===== src/rtl/lsbm_pkg.sv =====
package lsbm_pkg;

    localparam int unsigned XLEN = 64;
    localparam int unsigned NLEN = 32;
    localparam int unsigned NUM_W = 2;

    typedef enum logic {
        OPW_NARROW = 1'b0,
        OPW_WIDE   = 1'b1
    } opw_e;

    typedef struct packed {
        logic sf;
        logic zf;
        logic cf;
        logic of;
    } flags_t;

    typedef struct packed {
        logic            valid;
        logic [XLEN-1:0] dest;
        logic            dest_we;
        flags_t          flags;
        logic            flag_we;
        logic            ud;
    } res_t;

endpackage


===== src/rtl/lsbm_width_sel.sv =====
module lsbm_width_sel
    import lsbm_pkg::*;
(
    input  logic long_mode_i,
    input  logic wide_sel_i,
    output opw_e opw_o
);

    // The prefix width bit only counts in 64-bit mode.
    always_comb begin
        if (long_mode_i && wide_sel_i) begin
            opw_o = OPW_WIDE;
        end else begin
            opw_o = OPW_NARROW;
        end
    end

endmodule


===== src/rtl/lsbm_mask_core.sv =====
module lsbm_mask_core #(
    parameter int unsigned W = 32
) (
    input  logic [W-1:0] src_i,
    output logic [W-1:0] mask_o,
    output logic         zero_o,
    output logic         msb_o
);

    logic [W-1:0] dec;

    // Borrow ripples up to the lowest one bit; the XOR keeps exactly those bits.
    always_comb begin
        dec    = src_i - W'(1);
        mask_o = src_i ^ dec;
        zero_o = (src_i == '0);
        msb_o  = mask_o[W-1];
    end

endmodule


===== src/rtl/lsbm_flag_gen.sv =====
module lsbm_flag_gen
    import lsbm_pkg::*;
(
    input  opw_e             opw_i,
    input  logic [NUM_W-1:0] zero_i,
    input  logic [NUM_W-1:0] msb_i,
    output flags_t           flags_o
);

    logic sel_zero;
    logic sel_msb;

    always_comb begin
        sel_zero = (opw_i == OPW_WIDE) ? zero_i[1] : zero_i[0];
        sel_msb  = (opw_i == OPW_WIDE) ? msb_i[1]  : msb_i[0];
        flags_o.sf = sel_msb;
        flags_o.zf = 1'b0;
        flags_o.cf = sel_zero;
        flags_o.of = 1'b0;
    end

endmodule


===== src/rtl/lsbm_unit.sv =====
module lsbm_unit
    import lsbm_pkg::*;
(
    input  logic        clk_i,
    input  logic        rst_ni,
    input  logic        in_valid_i,
    input  logic [63:0] src_i,
    input  logic        long_mode_i,
    input  logic        wide_sel_i,
    input  logic        vlen_i,
    output logic        out_valid_o,
    output logic [63:0] dest_o,
    output logic        dest_we_o,
    output logic        flag_sf_o,
    output logic        flag_zf_o,
    output logic        flag_cf_o,
    output logic        flag_of_o,
    output logic        flag_we_o,
    output logic        flag_undef_we_o,
    output logic        ud_o
);

    opw_e             opw;
    logic [XLEN-1:0]  mask_pad [NUM_W];
    logic [NUM_W-1:0] zero_v;
    logic [NUM_W-1:0] msb_v;
    flags_t           flags_c;
    res_t             res_d;
    res_t             res_q;

    lsbm_width_sel i_width_sel (
        .long_mode_i (long_mode_i),
        .wide_sel_i  (wide_sel_i),
        .opw_o       (opw)
    );

    // One mask datapath for each supported operand width.
    for (genvar g = 0; g < NUM_W; g++) begin : g_width
        localparam int unsigned W = (g == 0) ? NLEN : XLEN;
        logic [W-1:0] mask_w;

        lsbm_mask_core #(.W(W)) i_core (
            .src_i  (src_i[W-1:0]),
            .mask_o (mask_w),
            .zero_o (zero_v[g]),
            .msb_o  (msb_v[g])
        );

        assign mask_pad[g] = XLEN'(mask_w);
    end

    lsbm_flag_gen i_flag_gen (
        .opw_i   (opw),
        .zero_i  (zero_v),
        .msb_i   (msb_v),
        .flags_o (flags_c)
    );

    always_comb begin
        res_d       = res_q;
        res_d.valid = 1'b0;
        if (in_valid_i) begin
            res_d.valid = 1'b1;
            if (vlen_i) begin
                res_d.dest    = '0;
                res_d.dest_we = 1'b0;
                res_d.flags   = '0;
                res_d.flag_we = 1'b0;
                res_d.ud      = 1'b1;
            end else begin
                res_d.dest    = (opw == OPW_WIDE) ? mask_pad[1] : mask_pad[0];
                res_d.dest_we = 1'b1;
                res_d.flags   = flags_c;
                res_d.flag_we = 1'b1;
                res_d.ud      = 1'b0;
            end
        end
    end

    always_ff @(posedge clk_i or negedge rst_ni) begin
        if (!rst_ni) begin
            res_q <= '0;
        end else begin
            res_q <= res_d;
        end
    end

    assign out_valid_o     = res_q.valid;
    assign dest_o          = res_q.dest;
    assign dest_we_o       = res_q.dest_we;
    assign flag_sf_o       = res_q.flags.sf;
    assign flag_zf_o       = res_q.flags.zf;
    assign flag_cf_o       = res_q.flags.cf;
    assign flag_of_o       = res_q.flags.of;
    assign flag_we_o       = res_q.flag_we;
    assign flag_undef_we_o = 1'b0;
    assign ud_o            = res_q.ud;

endmodule


===== config.mk =====
export PLATFORM = sky130hd
export DESIGN_NAME = lsbm_unit
export DESIGN_NICKNAME = d
export VERILOG_FILES = /design/src/rtl/lsbm_pkg.sv /design/src/rtl/lsbm_width_sel.sv /design/src/rtl/lsbm_mask_core.sv /design/src/rtl/lsbm_flag_gen.sv /design/src/rtl/lsbm_unit.sv
export SDC_FILE = /design/constraint.sdc
export NUM_CORES = 1
export LEC_CHECK = 0
export BUFFER_PORTS_ARGS = -buffer_cell sky130_fd_sc_hd__buf_2
export CAP_MARGIN = 20
export CORE_ASPECT_RATIO = 1.25
export CORE_MARGIN = 1
export CORE_UTILIZATION = 51
export CTS_BUF_LIST = sky130_fd_sc_hd__clkbuf_16
export CTS_CLUSTER_DIAMETER = 200
export DETAILED_ROUTE_END_ITERATION = 8
export GPL_ROUTABILITY_DRIVEN = 1
export HOLD_SLACK_MARGIN = 0.06
export PLACE_DENSITY = 0.95
export SLEW_MARGIN = 20
export SYNTH_ARGS = -nofsm -noshare
export SYNTH_HDL_FRONTEND = slang
export SYNTH_SLANG_ARGS = --single-unit

===== constraint.sdc =====
create_clock -name clk_i -period 1.3 [get_ports clk_i]
set_clock_uncertainty 0.2 [all_clocks]
set_input_delay 0 -clock clk_i [delete_from_list [all_inputs] [get_ports clk_i]]
set_output_delay 0 -clock clk_i [all_outputs]
set_load 0.02 [all_outputs]

==> impl_metrics.csv, run 1 <==
group,metric,value,unit
floorplanning,dieHeight,90.97,um
sta,crit_endpoint,"dest_o[40]$_DFFE_PN0P_/D",
clock_tree,clkSinkCount,68,
clock_tree,cts-htree-levels,3,
place,portBuffers,139,
floorplanning,start_util,52.72,%
synth,synth.avg_cell_area,10.80,um2
clock_tree,cts_buffers,9,
status,status,"stopped before the end",
floorplanning,die_w,73.18,um
synth,synth_seq_cells,68,
synth,syn_inst,299,
synth,yosys_warnings,0,
sta,endpoint_type,"sequential cell input",
clock_tree,ctsLongestPathBuffers,2,
synth,synth_area,0.003229,mm2
place,dpl_worst_slack,-0.6599,ns
synth,synthDistinctLibCells,46,
synth,ys_async_sr_fraction,100.0,%
synth,synth-seq-area-share,52.69,%
place,place.gp.congestion,0.8575,
floorplanning,rows,32,
synth,synth_ff_type,"dfrtp_1",
floorplanning,pin_count,143,
place,placed_area,0.004697,mm2
synth,synth_edf_count,0,
global_route,grt_max_degree,69,
status,error,"[ERROR DPL-0038] Utilization greater than 100%, impossible to legalize",
status,lastStage,"5_1_grt",
clock_tree,cts-root-buf,"clkbuf_16",
place,dpl.hpwl,7793,um
## Yosys cell counts (2+ instances only)
cell type / number / area share, %
nor4_4: 3 / 2.0
nor4_1: 14 / 2.7
or2_2: 4 / 0.77
o31ai_2: 2 / 0.77
mux2_2: 3 / 1.0
nor2_1: 12 / 1.4
o21ai_0: 12 / 1.9
nor3_1: 5 / 0.77
nand2b_1: 2 / 0.39
a21o_1: 3 / 0.70
or4_1: 14 / 3.3
nor3_2: 2 / 0.62
nand3b_1: 2 / 0.46
clkbuf_1: 9 / 1.0
nand3_1: 8 / 1.2
nand2_1: 23 / 2.7
nand4_1: 4 / 0.77
a22o_1: 3 / 0.81
or3_1: 18 / 3.5
buf_4: 5 / 1.2
o2bb2ai_1: 28 / 7.6
buf_2: 3 / 0.46
dfrtp_1: 68 / 53
o31ai_1: 11 / 2.6
inv_1: 18 / 2.1
o32ai_1: 3 / 0.81
## cells by family after synthesis
logic type / share of synthesized area (%)
AO/OA/AOI/OAI: 16.16
XOR/XNOR: 0.2713
adder cells (fa/ha/maj): 0.3874
buffers and inverters: 5.230
flip-flops: 52.69
multiplexers: 1.046
other: 0.1161
AND/OR/NAND/NOR: 24.10
## per-stage QoR
stage | std cells | hold WS [ns]
after floorplan | 301 | -0.4956
after global placement | 588 | -0.1596
after detailed placement | 588 | -0.1487
after CTS | 655 | -0.2517
## what timing repair did
action / CTS
hold buffers: 35
setup buffers: 14
endpoints found under the setup margin: 51
hold endpoints to repair: 130
gates resized for setup: 75
pin swaps: 37
cloned: 2
==> inputs of run 2 (changes only) <==
- CORE_ASPECT_RATIO: 1.25 -> default
- CORE_UTILIZATION: 51 -> 40
- CTS_BUF_LIST: sky130_fd_sc_hd__clkbuf_16 -> default
- CTS_CLUSTER_DIAMETER: 200 -> default
- HOLD_SLACK_MARGIN: 0.06 -> default
- PLACE_DENSITY: 0.95 -> default
- PLACE_DENSITY_LB_ADDON: default -> 0.15
==> impl_metrics.csv, run 2 <==
group,metric,value,unit
global_route,grt_antenna_before_repair,0,
cells_and_area,area.growth.synth_to_final,88.65,%
sta,timing.final.ws_setup,-0.3036,ns
setup_path,slowest_stage,"or3b_4",
place,portBuffers,139,
place,dpl.hpwl,7456,um
global_route,grt_usage,27.92,%
synth,synth.avg_cell_area,10.80,um2
clock_tree,ctsLongestPathBuffers,2,
sta,grt_setup_unrepaired,"true",
pwr,ir_drop,0.5559,mV
floorplanning,die_w,91.85,um
sta,holdWs,-0.2755,ns
sta,slew_viol_final,0,
floorplanning,rows,32,
place,place.gp.congestion,0.8607,
drt,vias_per_cell,5.482,
clock_tree,cts-root-buf,"clkbuf_8",
cells_and_area,drive_above_1_share,60.51,%
setup_path,rr_worst_depth,2,
cells_and_area,largest_reg_flops,64,
sta,setup_tns,-8.285,ns
drt,drc_errors,0,
setup_path,critPathMaxStageDelay,0.45,ns
synth,synth_seq_cells,68,
setup_path,crit_arrival,1.66,ns
synth,yosys-top-cells-area,"dfrtp_1 53%, o2bb2ai_1 7.6%, or3_1 3.5%",
sta,relSlewSlack,63.97,%
sta,hold_violations,36,
global_route,grt_max_degree,69,
clock_tree,clkSinkCount,68,
place,dpl_worst_slack,-0.6554,ns
hold_path,hold_class,"input pin to register",
setup_path,cpLargestDelayFamily,"simple AND/OR/NAND/NOR gates",
cells_and_area,mostFrequentLayoutCells,"126 x buf_2, 86 x buf_4, 68 x dfrtp_1, 40 x dlygate4sd3_1, 27 x buf_6",
status,status,"finished, violations left",
synth,synth_edf_count,0,
sta,finalSetupViolations,55,
synth,synth_top_area_share,52.69,%
synth,yosys_warnings,0,
cells_and_area,fillers,493,
cells_and_area,layout_commonest_cell,"buf_2",
setup_path,rrSetupSlack,0.30,ns
cells_and_area,final_util,78.43,%
drt,routed-wl-met3,750,um
sta,tightest_slew,0.5405,ns
synth,synth_ff_type,"dfrtp_1",
clock_tree,insertion_delay,0.35,ns
clock_tree,cts_buffers,9,
drt,ant_nets,0,
sta,post-route-period-util,123.4,%
cells_and_area,antenna_cells,0,
setup_path,crit_buf_inv,2,
clock_tree,cts-htree-levels,3,
setup_path,startpoint_type,"input pin",
floorplanning,core,0.007767,mm2
clock_tree,cts_tree,"done",
setup_path,startpoint,"src_i[0]",
setup_path,cp_num_cells,7,
floorplanning,pin_count,143,
setup_path,r2r_start,"flag_sf_o$_DFFE_PN0P_",
synth,synthDistinctLibCells,46,
synth,synth_area,0.003229,mm2
setup_path,timing.rr.end,"flag_sf_o$_DFFE_PN0P_",
drt,vias,3766,
global_route,grt_pass1_wl,18400,um
pwr,power.density,770.1,mW/mm2
drt,drt-met1-wl,4905,um
synth,synth-seq-area-share,52.69,%
clock_tree,clk_pin_slew,0.08,ns
status,violations,"hold timing, setup timing",
setup_path,cp-end-kind,"register",
synth,synth_most_common_cell,"dfrtp_1",
setup_path,crit_end,"dest_o[52]$_DFFE_PN0P_",
floorplanning,dieArea,0.008436,mm2
drt,top_layer_used,"met4",
synth,synth_top_area_cell,"dfrtp_1",
drt,dr_wl_met2,6601,um
pwr,power,4.692,mW
drt,drtIter0Drc,183,
sta,timing.final.crit_period,1.604,ns
sta,max_freq,623.6,MHz
drt,routedWlPerCell,18.39,um
cells_and_area,nNetsFinal,652,
floorplanning,start_util,41.58,%
drt,first_pass_iters,5,
floorplanning,dieHeight,91.85,um
synth,synth_common_cells,"68 x dfrtp_1, 28 x o2bb2ai_1, 23 x nand2_1",
setup_path,cp_max_fo,5,
job,drv_cap,0,
setup_path,crit_path_cell_trace,"buf_2 -> inv_1 -> ha_1 -> or3b_4 -> nor3_4 -> nand4_4 -> o31ai_2",
drt,wirelength,12630,um
pwr,p_leak,3.016,nW
setup_path,path_class,"input pin to register",
synth,syn_inst,299,
global_route,grt_pass1_vias,3853,
synth,ys_async_sr_fraction,100.0,%
global_route,grt_overflow,0,
setup_path,cp.required,1.35,ns
## run 2: cell counts after synthesis
No cell type changed its count.
## run 2: through the flow
step                hold WS [ns]  cells  cell area, um2
detailed placement       -0.1651    605            4721
CTS                      -0.3032    673            5648
floorplan                -0.4956    301            3383
finish                   -0.2755    687            6092
global placement         -0.1651    605            4721
global route             -0.2796    687            6092
## run 2: final cells by class
cell class | instances | area (um2) | area share (%)
Clock buffer | 11 | 141.4 | 2.321
Clock inverter | 4 | 50.05 | 0.8215
Inverter | 19 | 71.32 | 1.171
Multi-Input combinational cell | 198 | 1922 | 31.55
Sequential cell | 68 | 1702 | 27.93
Tap cell | 102 | 127.6 | 2.095
Timing Repair Buffer | 285 | 2078 | 34.11
## run 2: repair_timing
item                                    CTS  global route
endpoints found under the hold margin   128            27
setup buffers                            10            14
hold buffers                             42             3
gates resized for setup                  40            64
pin swaps                                27            33
endpoints found under the setup margin   47            61
gates cloned                              1             1
## run 2: worst min-delay path by stage
stage | slack (ns) | depth (start not counted) | to | startpoint
after floorplan | -0.50 | 0 | dest_o[0]$_DFFE_PN0P_ | rst_ni
after global placement | -0.17 | 2 | dest_o[16]$_DFFE_PN0P_ | rst_ni
after detailed placement | -0.17 | 2 | dest_o[18]$_DFFE_PN0P_ | rst_ni
after CTS | -0.30 | 3 | dest_o[42]$_DFFE_PN0P_ | src_i[41]
after global routing | -0.28 | 3 | dest_o[42]$_DFFE_PN0P_ | src_i[41]
final | -0.28 | 3 | dest_o[42]$_DFFE_PN0P_ | src_i[41]
## run 2: routing by layer
layer,vias up,GRT usage (%)
li1,1696,-
met1,1861,33.26
met2,167,48.26
met3,42,5.556
met4,0,13.28
met5,-,0
## run 2: worst register-to-register path, cell delays in order (launching register included)
cell     delay [ns]
dfrtp_1        0.40
a21oi_1        0.20
a22oi_2        0.08
## run 2: report_power, final
part	internal, mW	switching [mW]
sequential	2.13	0.00852
combinational	0.400	0.391
clock	0.925	0.837
## run 2: cell families after synthesis
logic type               count (synthesis)  synth area share, %
AO/OA/AOI/OAI                           66                16.16
XOR/XNOR                                 1               0.2713
adder cells (fa/ha/maj)                  1               0.3874
buffers and inverters                   37                5.230
flip-flops                              68                52.69
multiplexers                             3                1.046
other                                    1               0.1161
AND/OR/NAND/NOR                        122                24.10
Power figures use the tool's default switching activity.
==> inputs of run 3 (changes only) <==
==> constraint.sdc (replaced) <==
create_clock -name clk_i -period 1.3 [get_ports clk_i]
set_clock_uncertainty 0.2 [all_clocks]
set_input_delay 0.325 -clock clk_i [delete_from_list [all_inputs] [get_ports clk_i]]
set_output_delay 0.325 -clock clk_i [all_outputs]
set_load 0.02 [all_outputs]
==> impl_metrics.csv, run 3 (synthesis results as in run 2) <==
group,metric,value,unit
floorplanning,dieHeight,91.85,um
sta,grt_setup_unrepaired,"true",
sta,post-route-period-util,145.3,%
place,dpl_worst_slack,-0.9469,ns
drt,vias_per_cell,5.347,
status,status,"finished, violations left",
setup_path,crit_path_cell_trace,"buf_6 -> or4_4 -> nor4_4 -> buf_6 -> nand4_1 -> o31ai_2",
job,drv_cap,0,
drt,drc_errors,0,
drt,wirelength,13150,um
setup_path,crit_path_frequent_cell,"buf_6",
floorplanning,core,0.007767,mm2
cells_and_area,drive_above_1_share,68.97,%
setup_path,cp-end-kind,"register",
clock_tree,cts-htree-levels,3,
cells_and_area,area.growth.synth_to_final,105.3,%
cells_and_area,antenna_cells,0,
cells_and_area,largest_reg_flops,64,
status,violations,"setup timing",
place,portBuffers,139,
floorplanning,pin_count,143,
global_route,grt_antenna_before_repair,0,
setup_path,critPathMaxStageDelay,0.60,ns
place,dpl.hpwl,7503,um
clock_tree,cts-root-buf,"clkbuf_8",
clock_tree,cts_tree,"done",
drt,first_pass_iters,4,
floorplanning,dieArea,0.008436,mm2
clock_tree,clk_pin_slew,0.08,ns
cells_and_area,fillers,377,
cells_and_area,layout_commonest_cell,"buf_4",
floorplanning,rows,32,
drt,drtIter0Drc,104,
setup_path,cp.required,1.35,ns
setup_path,path_class,"input pin to register",
sta,hold_violations,0,
clock_tree,ctsLongestPathBuffers,2,
sta,setup_tns,-34.44,ns
clock_tree,insertion_delay,0.34,ns
global_route,grt_pass1_vias,3835,
pwr,p_leak,3.177,nW
place,place.gp.congestion,0.8497,
pwr,ir_drop,0.4404,mV
pwr,power.density,748.5,mW/mm2
sta,timing.final.ws_setup,-0.5890,ns
floorplanning,die_w,91.85,um
global_route,grt_max_degree,69,
drt,vias,3716,
sta,max_freq,529.4,MHz
sta,holdWs,0.02522,ns
hold_path,hold_class,"input pin to register",
global_route,grt_overflow,0,
global_route,grt_pass1_wl,18680,um
cells_and_area,nNetsFinal,659,
cells_and_area,fin_cells,695,
sta,finalSetupViolations,129,
global_route,grt_usage,28.67,%
floorplanning,start_util,41.58,%
pwr,power,4.963,mW
sta,slew_viol_final,0,
setup_path,crit_arrival,1.94,ns
drt,routedWlPerCell,18.92,um
clock_tree,clkSinkCount,68,
place,dp_cells,610,
drt,ant_nets,0,
cells_and_area,mostFrequentLayoutCells,"133 x buf_4, 95 x buf_6, 68 x dfrtp_1, 56 x buf_2, 21 x nand2_1",
setup_path,cp_max_fo,5,
sta,timing.final.crit_period,1.889,ns
clock_tree,cts_buffers,9,
setup_path,startpoint_type,"input pin",
setup_path,slowest_stage,"or4_4",
[run 3: cell count changes in the layout (fill, tap and decap cells not counted), moves of 4 or more]
cell           delta
buf_2            -70
buf_6            +68
buf_4            +47
dlygate4sd3_1    -38
o21ai_2           +4
o31ai_4           +4
[run 3: metrics by stage]
stage               cell area [um2]  utilization (%)
finish                         6630            85.36
global route                   6630            85.36
CTS                            6180            79.56
detailed placement             4763            61.32
global placement               4763            61.32
floorplan                      3388                -
[run 3: worst paths after layout]
check	slack (ns)	cells past startpoint	startpoint	end
min	0.03	3	src_i[40]	dest_o[41]$_DFFE_PN0P_
max reg2reg	0.15	4	dest_o[22]$_DFFE_PN0P_	dest_o[22]$_DFFE_PN0P_
max	-0.59	6	src_i[18]	dest_o[34]$_DFFE_PN0P_
min in group asynchronous	0.32	3	rst_ni	dest_o[16]$_DFFE_PN0P_
min reg2reg	0.33	2	dest_o[41]$_DFFE_PN0P_	dest_o[41]$_DFFE_PN0P_
max in group asynchronous	0.29	3	rst_ni	dest_o[1]$_DFFE_PN0P_
[run 3: timing repair]
| action | 4_1_cts | 5_1_grt |
|---|---|---|
| hold buffers | 2 | 0 |
| resized for setup | 207 | 56 |
| pin swaps | 34 | 25 |
| endpoints found under the setup margin | 130 | 132 |
| gates cloned | 1 | 0 |
| buffers inserted | 48 | 20 |
| endpoints found under the hold margin | 69 | 0 |
[run 3: report_power, final]
part	internal (mW)	switching (mW)	total [mW]
Sequential	2.13	0.0146	2.14
Combinational	0.358	0.385	0.743
Clock	1.19	0.884	2.08
Total	3.68	1.28	4.96
[run 3: cell type report]
| class | count | area [um2] | area share [%] |
|---|---|---|---|
| Tap cell | 102 | 127.6 | 1.925 |
| Clock inverter | 5 | 82.58 | 1.246 |
| Timing Repair Buffer | 293 | 2494 | 37.61 |
| Multi-Input combinational cell | 197 | 1997 | 30.12 |
| Clock buffer | 11 | 151.4 | 2.283 |
| Sequential cell | 68 | 1702 | 25.67 |
| Inverter | 19 | 76.32 | 1.151 |
[run 3: layer usage]
| layer | vias up | GRT usage, % | part of all wire (%) |
|---|---|---|---|
| li1 | 1704 | - | - |
| met1 | 1821 | 34.52 | 39 |
| met2 | 155 | 50.25 | 53 |
| met3 | 36 | 4.809 | 4.6 |
| met4 | 0 | 12.63 | 3.2 |
| met5 | - | 0 | 0 |
[run 3: worst max-delay path: cells and delay by family]
kind	cells	cell delay [ns]
AND/OR/NAND/NOR	3	1.05
AO/OA/AOI/OAI	1	0.30
buffers and inverters	2	0.26
==> inputs of run 4 (changes only) <==
- PLACE_DENSITY: default -> 0.69
- PLACE_DENSITY_LB_ADDON: 0.15 -> default
==> impl_metrics.csv, run 4 (synthesis results as in run 2) <==
group,metric,value,unit
status,status,"finished, violations left",
status,violations,"setup timing",
drt,routedWlPerCell,21.82,um
clock_tree,clkSinkCount,68,
pwr,switching_share,27.60,%
global_route,grt_max_degree,69,
setup_path,crit_arrival,2.15,ns
setup_path,timing.rr.end,"dest_o[14]$_DFFE_PN0P_",
pwr,p_int,3.419,mW
place,portBuffers,139,
global_route,grt_pass1_wl,19640,um
clock_tree,ctsLongestPathBuffers,2,
pwr,p_leak,3.252,nW
drt,drc_errors,0,
pwr,power,4.722,mW
hold_path,hold_class,"input pin to register",
sta,max_freq,486.2,MHz
pwr,power.density,697.0,mW/mm2
floorplanning,pin_count,143,
clock_tree,insertion_delay,0.35,ns
pwr,seqPwrFrac,45.4,%
global_route,grt_antenna_before_repair,0,
setup_path,path_class,"input pin to register",
cells_and_area,area.growth.synth_to_final,109.8,%
clock_tree,cts_buffers,9,
place,place.gp.congestion,0.8315,
sta,slew_viol_final,0,
pwr,ir_drop,0.4843,mV
setup_path,startpoint_type,"input pin",
setup_path,rrSetupSlack,0.13,ns
cells_and_area,nNetsFinal,673,
sta,timing.final.ws_setup,-0.7567,ns
drt,vias_per_cell,5.697,
floorplanning,core,0.007767,mm2
drt,vias,4039,
floorplanning,start_util,41.58,%
cells_and_area,layout_commonest_cell,"buf_4",
sta,timing.final.crit_period,2.057,ns
pwr,netSwitchingPower,1.303,mW
setup_path,cp_max_fo,5,
cells_and_area,antenna_cells,0,
clock_tree,clk_pin_slew,0.08,ns
floorplanning,dieArea,0.008436,mm2
global_route,grt_pass1_vias,3961,
sta,hold_violations,0,
sta,holdWs,0.04053,ns
clock_tree,cts_tree,"done",
cells_and_area,largest_reg_flops,64,
drt,first_pass_iters,4,
sta,tightest_slew,0.5203,ns
place,dpl.hpwl,7507,um
setup_path,startpoint,"src_i[6]",
place,placed_area,0.004756,mm2
setup_path,rr_worst_depth,3,
pwr,clockPowerShare,38.4,%
drt,wirelength,15470,um
cells_and_area,final_area,0.006774,mm2
clock_tree,cts-root-buf,"clkbuf_8",
sta,relSlewSlack,65.05,%
clock_tree,cts-htree-levels,3,
setup_path,cp.required,1.39,ns
sta,post-route-period-util,158.2,%
cells_and_area,fillers,342,
sta,grt_setup_unrepaired,"true",
global_route,grt_usage,30.35,%
floorplanning,die_w,91.85,um
sta,finalSetupViolations,129,
cells_and_area,mostFrequentLayoutCells,"144 x buf_4, 102 x buf_6, 67 x dfrtp_1, 56 x buf_2, 20 x nand2_1",
job,drv_cap,0,
pwr,p_comb_share,16.2,%
floorplanning,dieHeight,91.85,um
cells_and_area,drive_above_1_share,70.51,%
setup_path,cp-end-kind,"register",
drt,ant_nets,0,
drt,drtIter0Drc,187,
setup_path,crit_end,"dest_o[19]$_DFFE_PN0P_",
place,dpl_worst_slack,-0.9709,ns
global_route,grt_overflow,0,
setup_path,r2r_start,"dest_o[14]$_DFFE_PN0P_",
floorplanning,rows,32,
==> run 4: per-layer routing <==
metal | global-route usage, % | part of all wire, % | vias to the layer above
met5 | 0 | 0 | -
met4 | 13.67 | 4.4 | 0
met3 | 6.468 | 6.9 | 58
met2 | 55.10 | 52 | 233
met1 | 33.87 | 37 | 2016
li1 | - | - | 1732
==> run 4: worst max-delay path: stages <==
cell and delay, ns:
buf_6 0.09, or4_4 0.62, buf_6 0.18, nor4_4 0.39, nand3b_1 0.22, buf_6 0.18
o2bb2ai_4 0.13
==> run 4: power groups by stage <==
stage                     Clock, mW  Sequential (mW)  Combinational [mW]
after floorplan                   0             2.20               0.173
after global placement            0             2.18               0.562
after detailed placement          0             2.18               0.571
after CTS                      1.78             2.14               0.686
after global routing           1.91             2.15               0.803
final                          1.81             2.14               0.765
==> run 4: worst min path at each step <==
stage / slack (ns) / start / cells past startpoint / endpoint
floorplan: -0.17 / rst_ni / 0 / dest_o[0]$_DFFE_PN0P_
global placement: 0.17 / rst_ni / 2 / dest_o[23]$_DFFE_PN0P_
detailed placement: 0.17 / rst_ni / 2 / dest_o[25]$_DFFE_PN0P_
CTS: 0.02 / src_i[40] / 3 / dest_o[41]$_DFFE_PN0P_
global route: 0.04 / src_i[40] / 3 / dest_o[41]$_DFFE_PN0P_
finish: 0.04 / src_i[34] / 3 / dest_o[35]$_DFFE_PN0P_
==> run 4: final cells by class <==
cell class | instances | area [um2] | share of cell area, %
repair buffers | 307 | 2590 | 38.23
multi-input cells | 197 | 2076 | 30.64
flip-flops and latches | 68 | 1703 | 25.14
clock buffers | 10 | 137.6 | 2.032
well taps | 102 | 127.6 | 1.884
inverters | 19 | 76.32 | 1.127
clock inverters | 6 | 63.81 | 0.9420
==> run 4: timing repair <==
action                                 CTS  global route
hold buffers                             1             0
pin swaps                               30            16
cloned                                   1             0
setup endpoints to repair              130           132
resized for setup                      227            49
endpoints found under the hold margin   68             0
buffers inserted                        49            33
==> run 4: through the flow <==
step | TNS, ns | util [%] | instances
2_1_floorplan | -30.60 | - | 301
3_3_place_gp | -46.41 | 61.23 | 611
3_5_place_dp | -48.32 | 61.23 | 611
4_1_cts | -32.63 | 80.40 | 678
5_1_grt | -43.45 | 87.21 | 709
6_report | -39.89 | 87.21 | 709
